===== src/rtl/sdual_pkg.sv =====
package sdual_pkg;
  localparam int NCH  = 2;
  localparam int CH_B = 0;
  localparam int CH_A = 1;
  localparam int REGS = 16;
  localparam int PW   = $clog2(REGS);

  localparam logic [2:0] CMD_HIGH    = 3'b001;
  localparam logic [2:0] CMD_CLR_TX  = 3'b101;
  localparam logic [2:0] CMD_CLR_TOP = 3'b111;

  localparam logic [PW-1:0] IDX_VEC   = PW'(2);
  localparam logic [PW-1:0] IDX_PEND  = PW'(3);
  localparam logic [PW-1:0] IDX_RESET = PW'(9);

  typedef enum logic [2:0] {
    EV_NONE, EV_SET_RX, EV_SET_TX, EV_CLR_RX, EV_CLR_TX, EV_CLR_TOP
  } iev_e;

  typedef enum logic [1:0] {VK_NONE, VK_RX, VK_TX} vkind_e;

  typedef struct packed {
    logic rxp;
    logic txp;
    logic rxs;
    logic txs;
  } iflag_t;

  function automatic logic [7:0] vec_code(vkind_e k, logic is_a, logic hi);
    case (k)
      VK_RX:   return is_a ? (hi ? 8'h30 : 8'h0C) : (hi ? 8'h20 : 8'h04);
      VK_TX:   return is_a ? (hi ? 8'h10 : 8'h08) : 8'h00;
      default: return hi ? 8'h60 : 8'h06;
    endcase
  endfunction

  function automatic logic [7:0] wr_init(int idx);
    case (idx)
      4:       return 8'h04;
      9:       return 8'hC0;
      11:      return 8'h08;
      14:      return 8'h30;
      15:      return 8'hF8;
      default: return 8'h00;
    endcase
  endfunction
endpackage


===== src/rtl/sdual_chan.sv =====
module sdual_chan
  import sdual_pkg::*;
(
  input  logic          clk,
  input  logic          rst_n,
  input  logic          soft_rst,
  input  logic          ctl_wr,
  input  logic          ctl_rd,
  input  logic          data_rd,
  input  logic          keep_ptr,
  input  logic [7:0]    wdata,
  input  logic          rx_load,
  input  logic [7:0]    rx_byte,
  input  logic          brk_evt,
  output logic [PW-1:0] ptr,
  output logic          rx_en,
  output logic          rx_avail,
  output logic          status_hi,
  output logic          tx_ie,
  output logic [1:0]    rx_mode,
  output logic          brk_en,
  output logic          brk_st,
  output logic [7:0]    rx_buf,
  output logic [7:0]    rr_loc
);
  logic [7:0]    wr_q [REGS];
  logic [PW-1:0] ptr_q;
  logic          avail_q, brk_q;
  logic [7:0]    buf_q;

  always_ff @(posedge clk or negedge rst_n) begin
    if (!rst_n) begin
      for (int i = 0; i < REGS; i++) wr_q[i] <= wr_init(i);
      ptr_q <= '0;
    end else if (soft_rst) begin
      for (int i = 0; i < REGS; i++) wr_q[i] <= wr_init(i);
      ptr_q <= '0;
    end else if (ctl_wr) begin
      if (ptr_q == '0) begin
        ptr_q <= {(wdata[5:3] == CMD_HIGH), wdata[2:0]};
      end else if (!keep_ptr) begin
        wr_q[ptr_q] <= wdata;
        ptr_q       <= '0;
      end
    end else if (ctl_rd) begin
      ptr_q <= '0;
    end
  end

  always_ff @(posedge clk or negedge rst_n) begin
    if (!rst_n) begin
      avail_q <= 1'b0;
      brk_q   <= 1'b0;
      buf_q   <= '0;
    end else if (soft_rst) begin
      avail_q <= 1'b0;
      brk_q   <= 1'b0;
      buf_q   <= '0;
    end else begin
      if (rx_load) begin
        avail_q <= 1'b1;
        buf_q   <= rx_byte;
      end else if (data_rd) begin
        avail_q <= 1'b0;
      end
      if (brk_evt) brk_q <= 1'b1;
    end
  end

  always_comb begin
    case (ptr_q)
      PW'(0):  rr_loc = {brk_q, 1'b1, 3'b000, 1'b1, 1'b0, avail_q};
      PW'(1):  rr_loc = 8'h07;
      PW'(12): rr_loc = wr_q[12];
      PW'(13): rr_loc = wr_q[13];
      default: rr_loc = 8'h00;
    endcase
  end

  assign ptr       = ptr_q;
  assign rx_en     = wr_q[3][0];
  assign rx_avail  = avail_q;
  assign status_hi = wr_q[9][4];
  assign tx_ie     = wr_q[1][1];
  assign rx_mode   = wr_q[1][4:3];
  assign brk_en    = wr_q[15][7];
  assign brk_st    = brk_q;
  assign rx_buf    = buf_q;

  AST_PTR_CLEARED_BY_READ: assert property (@(posedge clk) disable iff (!rst_n)
    (ctl_rd && !ctl_wr) |=> (ptr_q == '0));

  AST_RX_HELD_UNTIL_READ: assert property (@(posedge clk) disable iff (!rst_n)
    (avail_q && !data_rd && !soft_rst) |=> $stable(buf_q));
endmodule


===== src/rtl/sdual_intc.sv =====
module sdual_intc
  import sdual_pkg::*;
(
  input  logic                 clk,
  input  logic                 rst_n,
  input  logic [NCH-1:0]       soft_rst,
  input  iev_e                 ev,
  input  logic                 ev_ch,
  input  logic [NCH-1:0]       hi,
  input  logic [NCH-1:0]       tx_ie,
  input  logic [NCH-1:0][1:0]  rx_mode,
  input  logic [NCH-1:0]       brk_en,
  input  logic [NCH-1:0]       brk_st,
  output logic [7:0]           vec,
  output logic [7:0]           pend,
  output logic                 irq
);
  iflag_t [NCH-1:0] fl_q;
  logic [7:0]       vec_q;
  iflag_t           nf;
  logic [7:0]       nv;
  logic             crx, ctx;
  logic [NCH-1:0]   ch_req;

  always_comb begin
    nf  = fl_q[ev_ch];
    nv  = vec_q;
    crx = (ev == EV_CLR_RX) || (ev == EV_CLR_TOP && nf.rxs);
    ctx = (ev == EV_CLR_TX) || (ev == EV_CLR_TOP && !nf.rxs && nf.txs);
    if (ev == EV_SET_RX) begin
      nf.rxp = 1'b1;
      if (!nf.txs) begin nf.rxs = 1'b1; nv = vec_code(VK_RX, ev_ch, hi[ev_ch]); end
    end
    if (ev == EV_SET_TX) begin
      nf.txp = 1'b1;
      if (!nf.rxs) begin nf.txs = 1'b1; nv = vec_code(VK_TX, ev_ch, hi[ev_ch]); end
    end
    if (crx) begin
      nf.rxp = 1'b0;
      nf.rxs = 1'b0;
      nv     = vec_code(VK_NONE, ev_ch, hi[ev_ch]);
      if (nf.txp) begin nf.txs = 1'b1; nv = vec_code(VK_TX, ev_ch, hi[ev_ch]); end
    end
    if (ctx) begin
      nf.txp = 1'b0;
      nf.txs = 1'b0;
      nv     = vec_code(VK_NONE, ev_ch, hi[ev_ch]);
      if (nf.rxp) begin nf.rxs = 1'b1; nv = vec_code(VK_RX, ev_ch, hi[ev_ch]); end
    end
  end

  always_ff @(posedge clk or negedge rst_n) begin
    if (!rst_n) begin
      fl_q  <= '0;
      vec_q <= '0;
    end else begin
      if (ev != EV_NONE) begin
        fl_q[ev_ch] <= nf;
        vec_q       <= nv;
      end
      for (int k = 0; k < NCH; k++)
        if (soft_rst[k]) fl_q[k] <= '0;
      if (soft_rst[CH_B]) vec_q <= '0;
    end
  end

  for (genvar g = 0; g < NCH; g++) begin : g_req
    assign ch_req[g] = (tx_ie[g] && fl_q[g].txp) ||
                       ((rx_mode[g] == 2'b01 || rx_mode[g] == 2'b10) && fl_q[g].rxp) ||
                       (brk_en[g] && brk_st[g]);

    AST_SVC_EXCLUSIVE: assert property (@(posedge clk) disable iff (!rst_n)
      !(fl_q[g].rxs && fl_q[g].txs));

    AST_SVC_NEEDS_PENDING: assert property (@(posedge clk) disable iff (!rst_n)
      (!fl_q[g].rxs || fl_q[g].rxp) && (!fl_q[g].txs || fl_q[g].txp));

    AST_TX_PEND_AFTER_WRITE: assert property (@(posedge clk) disable iff (!rst_n)
      (ev == EV_SET_TX && ev_ch == g[0] && !soft_rst[g]) |=> fl_q[g].txp);
  end

  assign irq  = |ch_req;
  assign vec  = vec_q;
  assign pend = {2'b00, fl_q[CH_A].rxp, fl_q[CH_A].txp, 1'b0,
                 fl_q[CH_B].rxp, fl_q[CH_B].txp, 1'b0};
endmodule


===== src/rtl/sdual_regif.sv =====
module sdual_regif
  import sdual_pkg::*;
#(
  parameter int SEL_BIT = 0,
  localparam int AW     = SEL_BIT + 2
) (
  input  logic          clk,
  input  logic          rst_n,
  input  logic          bus_wr,
  input  logic          bus_rd,
  input  logic [AW-1:0] bus_addr,
  input  logic [7:0]    bus_wdata,
  output logic [7:0]    bus_rdata,
  input  logic          rx_valid,
  output logic          rx_ready,
  input  logic          rx_chan,
  input  logic [7:0]    rx_data,
  input  logic [1:0]    brk_evt,
  output logic          irq
);
  logic                  is_data, sel_ch, rd_go;
  logic [NCH-1:0]        ctl_wr, ctl_rd, data_rd, keep_ptr, soft_rst, rx_load;
  logic [NCH-1:0][PW-1:0] ptr;
  logic [NCH-1:0]        rx_en, rx_avail, hi, tx_ie, brk_en, brk_st;
  logic [NCH-1:0][1:0]   rx_mode;
  logic [NCH-1:0][7:0]   rx_buf, rr_loc;
  logic [PW-1:0]         cur_ptr;
  logic                  rst_req, push_ok;
  iev_e                  ev;
  logic                  ev_ch;
  logic [7:0]            vec, pend, rd_mux;

  assign is_data = bus_addr[SEL_BIT];
  assign sel_ch  = bus_addr[SEL_BIT+1];
  assign rd_go   = bus_rd && !bus_wr;
  assign cur_ptr = ptr[sel_ch];
  assign rst_req = bus_wr && !is_data && (cur_ptr == IDX_RESET) && (bus_wdata[7:6] != 2'b00);
  assign rx_ready = rx_en[rx_chan] && !rx_avail[rx_chan] && !bus_wr && !bus_rd;
  assign push_ok  = rx_valid && rx_ready;

  for (genvar g = 0; g < NCH; g++) begin : g_ch
    assign ctl_wr[g]   = bus_wr && !is_data && (sel_ch == g[0]);
    assign ctl_rd[g]   = rd_go  && !is_data && (sel_ch == g[0]);
    assign data_rd[g]  = rd_go  &&  is_data && (sel_ch == g[0]);
    assign keep_ptr[g] = rst_req && (sel_ch == g[0]);
    assign soft_rst[g] = rst_req && bus_wdata[6 + g];
    assign rx_load[g]  = push_ok && (rx_chan == g[0]);

    sdual_chan u_chan (
      .clk(clk), .rst_n(rst_n), .soft_rst(soft_rst[g]),
      .ctl_wr(ctl_wr[g]), .ctl_rd(ctl_rd[g]), .data_rd(data_rd[g]),
      .keep_ptr(keep_ptr[g]), .wdata(bus_wdata),
      .rx_load(rx_load[g]), .rx_byte(rx_data), .brk_evt(brk_evt[g]),
      .ptr(ptr[g]), .rx_en(rx_en[g]), .rx_avail(rx_avail[g]),
      .status_hi(hi[g]), .tx_ie(tx_ie[g]), .rx_mode(rx_mode[g]),
      .brk_en(brk_en[g]), .brk_st(brk_st[g]),
      .rx_buf(rx_buf[g]), .rr_loc(rr_loc[g])
    );
  end

  always_comb begin
    ev    = EV_NONE;
    ev_ch = sel_ch;
    if (bus_wr && is_data) begin
      ev = EV_SET_TX;
    end else if (rd_go && is_data) begin
      ev = EV_CLR_RX;
    end else if (bus_wr && cur_ptr == '0) begin
      if (bus_wdata[5:3] == CMD_CLR_TX)       ev = EV_CLR_TX;
      else if (bus_wdata[5:3] == CMD_CLR_TOP) ev = EV_CLR_TOP;
    end else if (push_ok) begin
      ev    = EV_SET_RX;
      ev_ch = rx_chan;
    end
  end

  sdual_intc u_intc (
    .clk(clk), .rst_n(rst_n), .soft_rst(soft_rst), .ev(ev), .ev_ch(ev_ch),
    .hi(hi), .tx_ie(tx_ie), .rx_mode(rx_mode), .brk_en(brk_en), .brk_st(brk_st),
    .vec(vec), .pend(pend), .irq(irq)
  );

  always_comb begin
    if (is_data)                 rd_mux = rx_buf[sel_ch];
    else if (cur_ptr == IDX_VEC)  rd_mux = (sel_ch == 1'(CH_B)) ? vec  : 8'h00;
    else if (cur_ptr == IDX_PEND) rd_mux = (sel_ch == 1'(CH_A)) ? pend : 8'h00;
    else                         rd_mux = rr_loc[sel_ch];
  end

  always_ff @(posedge clk or negedge rst_n) begin
    if (!rst_n)     bus_rdata <= '0;
    else if (rd_go) bus_rdata <= rd_mux;
  end

  AST_READY_IDLE_BUS: assert property (@(posedge clk) disable iff (!rst_n)
    (bus_wr || bus_rd) |-> !rx_ready);
endmodule


===== config.mk =====
export PLATFORM = sky130hd
export DESIGN_NAME = sdual_regif
export DESIGN_NICKNAME = d
export VERILOG_FILES = /design/src/rtl/sdual_pkg.sv /design/src/rtl/sdual_chan.sv /design/src/rtl/sdual_intc.sv /design/src/rtl/sdual_regif.sv
export SDC_FILE = /design/constraint.sdc
export NUM_CORES = 1
export LEC_CHECK = 0
export BUFFER_PORTS_ARGS = -buffer_cell sky130_fd_sc_hd__buf_2
export CAP_MARGIN = 10
export CORE_UTILIZATION = 29
export DETAILED_ROUTE_END_ITERATION = 8
export MAX_ROUTING_LAYER = met4
export PLACE_DENSITY = 0.47
export RECOVER_POWER = 100
export SLEW_MARGIN = 30
export SYNTH_ARGS = -nofsm -noshare
export SYNTH_HDL_FRONTEND = slang
export SYNTH_SLANG_ARGS = --single-unit
export TNS_END_PERCENT = 1

===== constraint.sdc =====
create_clock -name clk -period 5.74 [get_ports clk]
set_input_delay 1.148 -clock clk [delete_from_list [all_inputs] [get_ports clk]]
set_output_delay 1.148 -clock clk [all_outputs]
set_load 0.02 [all_outputs]

==> qor.csv <==
stage,metric,value,unit
run_status,outcome,"finished, violations left",
run_status,violations,"max-capacitance violations, max-slew violations",
routing,viasPerCell,5.41,
worst_setup_path,cp_data_arrival_time,4.75,ns
min_path,holdCritStartpoint,bus_rdata[1]$_DFFE_PN0P_,
cells_and_area,diodes,0,
synthesis,synth_top_area_share,44.9,%
placed_design,portBuffers,35,
synthesis,synth_edf_count,0,
synthesis,synth_area,5240,um^2
synthesis,synth.most_common_cell,dfrtp_1,
sta,min_period,4.52,ns
synthesis,synthAdderAreaFrac,0,%
synthesis,synth_cell_type_count,73,
synthesis,yosys.area_share.simple,20.4,%
global_routing,grt_overflow,0,
die,die_h,136,um
synthesis,ys_ff_latch,96,
min_path,hold_class,flip-flop to flip-flop,
flow_run,cap_violations,1,
synthesis,ys_async_sr_fraction,100,%
global_routing,grt_antenna_before_repair,0,
sta,grt_setup_unrepaired,no,
routing,routed_wl,15600,um
synthesis,syn_inst,547,
power_and_ir_drop,p_leak,2.58,nW
cells_and_area,design_area,5730,um^2
worst_setup_path,worst-setup-path-type,primary input to flip-flop,
die,die_x,136,um
synthesis,synth_area_leaders,"dfrtp_1 45%, mux2i_1 11%, nand2_1 5.2%",
die,start_util,30.0,%
sta,worst_clock_skew,0.00724,ns
min_path,holdPathStages,2,
worst_setup_path,worst_path_most_repeated_cell,clkbuf_1,
cts,root_buffer,clkbuf_16,
routing,vias,4291,
cts,insertion_delay,0.35,ns
cts,cts_resized,0,
worst_setup_path,cp-start-kind,primary input,
cts,cts-buffers-inserted,9,
synthesis,synth-main-ff-cell,dfrtp_1,
placed_design,place_congestion,0.904,
worst_setup_path,cp_cell_sequence,clkbuf_1 -> nand2b_1 -> o22a_2 -> nor4_1 -> clkbuf_1 -> nor3_1 -> a22o_1,
die,fp.dieArea,18600,um^2
placed_design,place_inst,777,
synthesis,post_synth.cell_area_avg,9.57,um^2
synthesis,synth_mux_area_share,11.3,%
worst_setup_path,rr_startpoint,g_ch[1].u_chan.ptr[0]$_DFFE_PN0P_,
placed_design,dpl-instance-area,5530,um^2
synthesis,synth_fp_nets,573,
cells_and_area,drive_gt1_share,10.0,%
routing,ant_nets,0,
worst_setup_path,end_kind,flip-flop,
routing,drtIter0Drc,385,
cells_and_area,fill_cells,1824,
sta,slew_viol_final,63,
synthesis,seq_area_frac_synth,45.9,%
cts,cts_tree,yes,
worst_setup_path,reg2regPathDepth,6,
cells_and_area,area_growth,9.46,%
cells_and_area,fin_nets,590,
min_path,min_to,bus_rdata[1]$_DFFE_PN0P_,
cts,htree_num_levels,3,
routing,firstDrtPassIters,5,
worst_setup_path,critPathSlowestCell,clkbuf_1,
global_routing,grt_pass1_wl,24600,um
cells_and_area,multi_input_area,2540,um^2
sta,relSlewSlack,-127,%
worst_setup_path,cp_num_buf_inv,2,
global_routing,grt_start_max_net_pins,63,
die,core.rowCount,48,
synthesis,synth_compound_area_share,17.7,%
synthesis,synth_top_area_cell,dfrtp_1,
cts,clk_path_buf_depth,2,
cells_and_area,finalNonFillerCells,793,
worst_setup_path,r2r_slack,2.24,ns
cells_and_area,post-route-util,32.8,%
synthesis,synth_top_family_by_area,simple AND/OR/NAND/NOR gates,
sta,tns,0,ns
sta,tightestPinTransition,3.41,ns
global_routing,grt_pass1_vias,4202,
power_and_ir_drop,power_per_cell_area,307,nW/um^2
worst_setup_path,crit_family,buffers and inverters,
synthesis,yosys_warnings,0,
die,core,17500,um^2
routing,drc,0,
cts,post-cts-setup-buffers,0,
cells_and_area,seq_area,2400,um^2
worst_setup_path,path_max_fanout,23,
power_and_ir_drop,finalPower,1.76,mW
worst_setup_path,worst_r2r_endpoint,u_intc.vec[3]$_DFFE_PN0P_,
worst_setup_path,required,5.98,ns
synthesis,synth_commonest_cells,"94 x dfrtp_1, 72 x nand2_1, 67 x nor2_1",
placed_design,hpwl,11300,um
power_and_ir_drop,peakVddDrop,0.153,mV
sta,hold_violations,0,
cts,clock-sinks,96,
die,ios,36,
global_routing,grt_use_total,18.4,%
synthesis,synthXorXnorAreaFrac,0.335,%
cts,path_clk_slew,0.06,ns
sta,report.final.setup_viol,0,
worst_setup_path,worst_path_largest_cell_delay,0.99,ns
cts,ctsHoldBuffers,0,
sta,clock.fmax,0.221,GHz
sta,period_share,78.7,%
routing,wl_per_cell,19.7,um
==> power by group <==
part	switching, mW	total (mW)	internal (mW)	leakage, nW
registers	0.0966	0.855	0.758	1.29
logic	0.197	0.321	0.123	1.15
clock network	0.259	0.586	0.327	0.134
==> through the flow <==
stage               setup WS [ns]  hold WS (ns)
floorplan                    2.36         0.454
global placement             1.99         0.460
detailed placement           1.96         0.468
CTS                          2.17         0.483
global route                 1.05         0.508
finish                       1.22         0.479
==> tightest hold or removal path, stage by stage, from the launching register on <==
cell and delay (ns):
dfrtp_1 0.34, nand2_1 0.05, o21ai_0 0.06
==> cells by family (layout without fill, tap and decap cells) <==
| group | Yosys count | in the layout |
|---|---|---|
| multiplexers | 59 | 59 |
| AND/OR/NAND/NOR | 211 | 211 |
| XOR/XNOR | 2 | 2 |
| flip-flops | 96 | 96 |
| buffers and inverters | 41 | 62 |
| AO/OA/AOI/OAI | 138 | 138 |
==> metal layers <==
metal / vias up / wire length [um] / track usage, %
met1: 2152 / 7560 / 25.4
met5: - / 0 / -
met4: 0 / 248 / 5.25
met3: 15 / 725 / 4.03
li1: 1999 / - / -
met2: 125 / 7070 / 27.0
==> how the worst max path moves through the flow <==
stage / start / end / slack [ns] / cells past startpoint
final: bus_addr[1] / u_intc.vec[3]$_DFFE_PN0P_ / 1.22 / 7
after global routing: bus_addr[1] / u_intc.vec[3]$_DFFE_PN0P_ / 1.05 / 7
after CTS: rx_chan / rx_ready / 2.17 / 4
after detailed placement: bus_addr[1] / g_ch[0].u_chan.wr_q[19]$_DFFE_PN0P_ / 1.96 / 8
after global placement: bus_addr[1] / g_ch[0].u_chan.wr_q[19]$_DFFE_PN0P_ / 1.99 / 8
after floorplan: rx_chan / rx_ready / 2.36 / 2
==> layout make-up <==
cell class              instances  area share [%]
inverters                       9           0.590
flip-flops and latches         96            42.0
well taps                     225            4.91
clock buffers                  13            4.72
repair buffers                 38            3.19
clock inverters                 2           0.262
multi-input cells             410            44.4
==> registers in the layout (all words and copies together), names as in the netlist, 4 cells and up <==
signal / cells
bus_rdata: 8
g_ch.u_chan.ptr: 8
g_ch.u_chan.rx_buf: 16
g_ch.u_chan.rx_mode: 4
g_ch.u_chan.wr_q: 32
u_intc.fl_q: 4
u_intc.pend: 4
u_intc.vec: 8
==> cells in the final DEF, fill, tap and decap left out, drive strengths merged, types with 10 or more instances in the layout <==
cell / n
nor2: 68
o21ai: 62
nand3: 18
nand2: 73
a22oi: 10
clkbuf: 26
mux2i: 58
buf: 25
nor4: 12
dfrtp: 94
(Power assumes the default switching activity.)
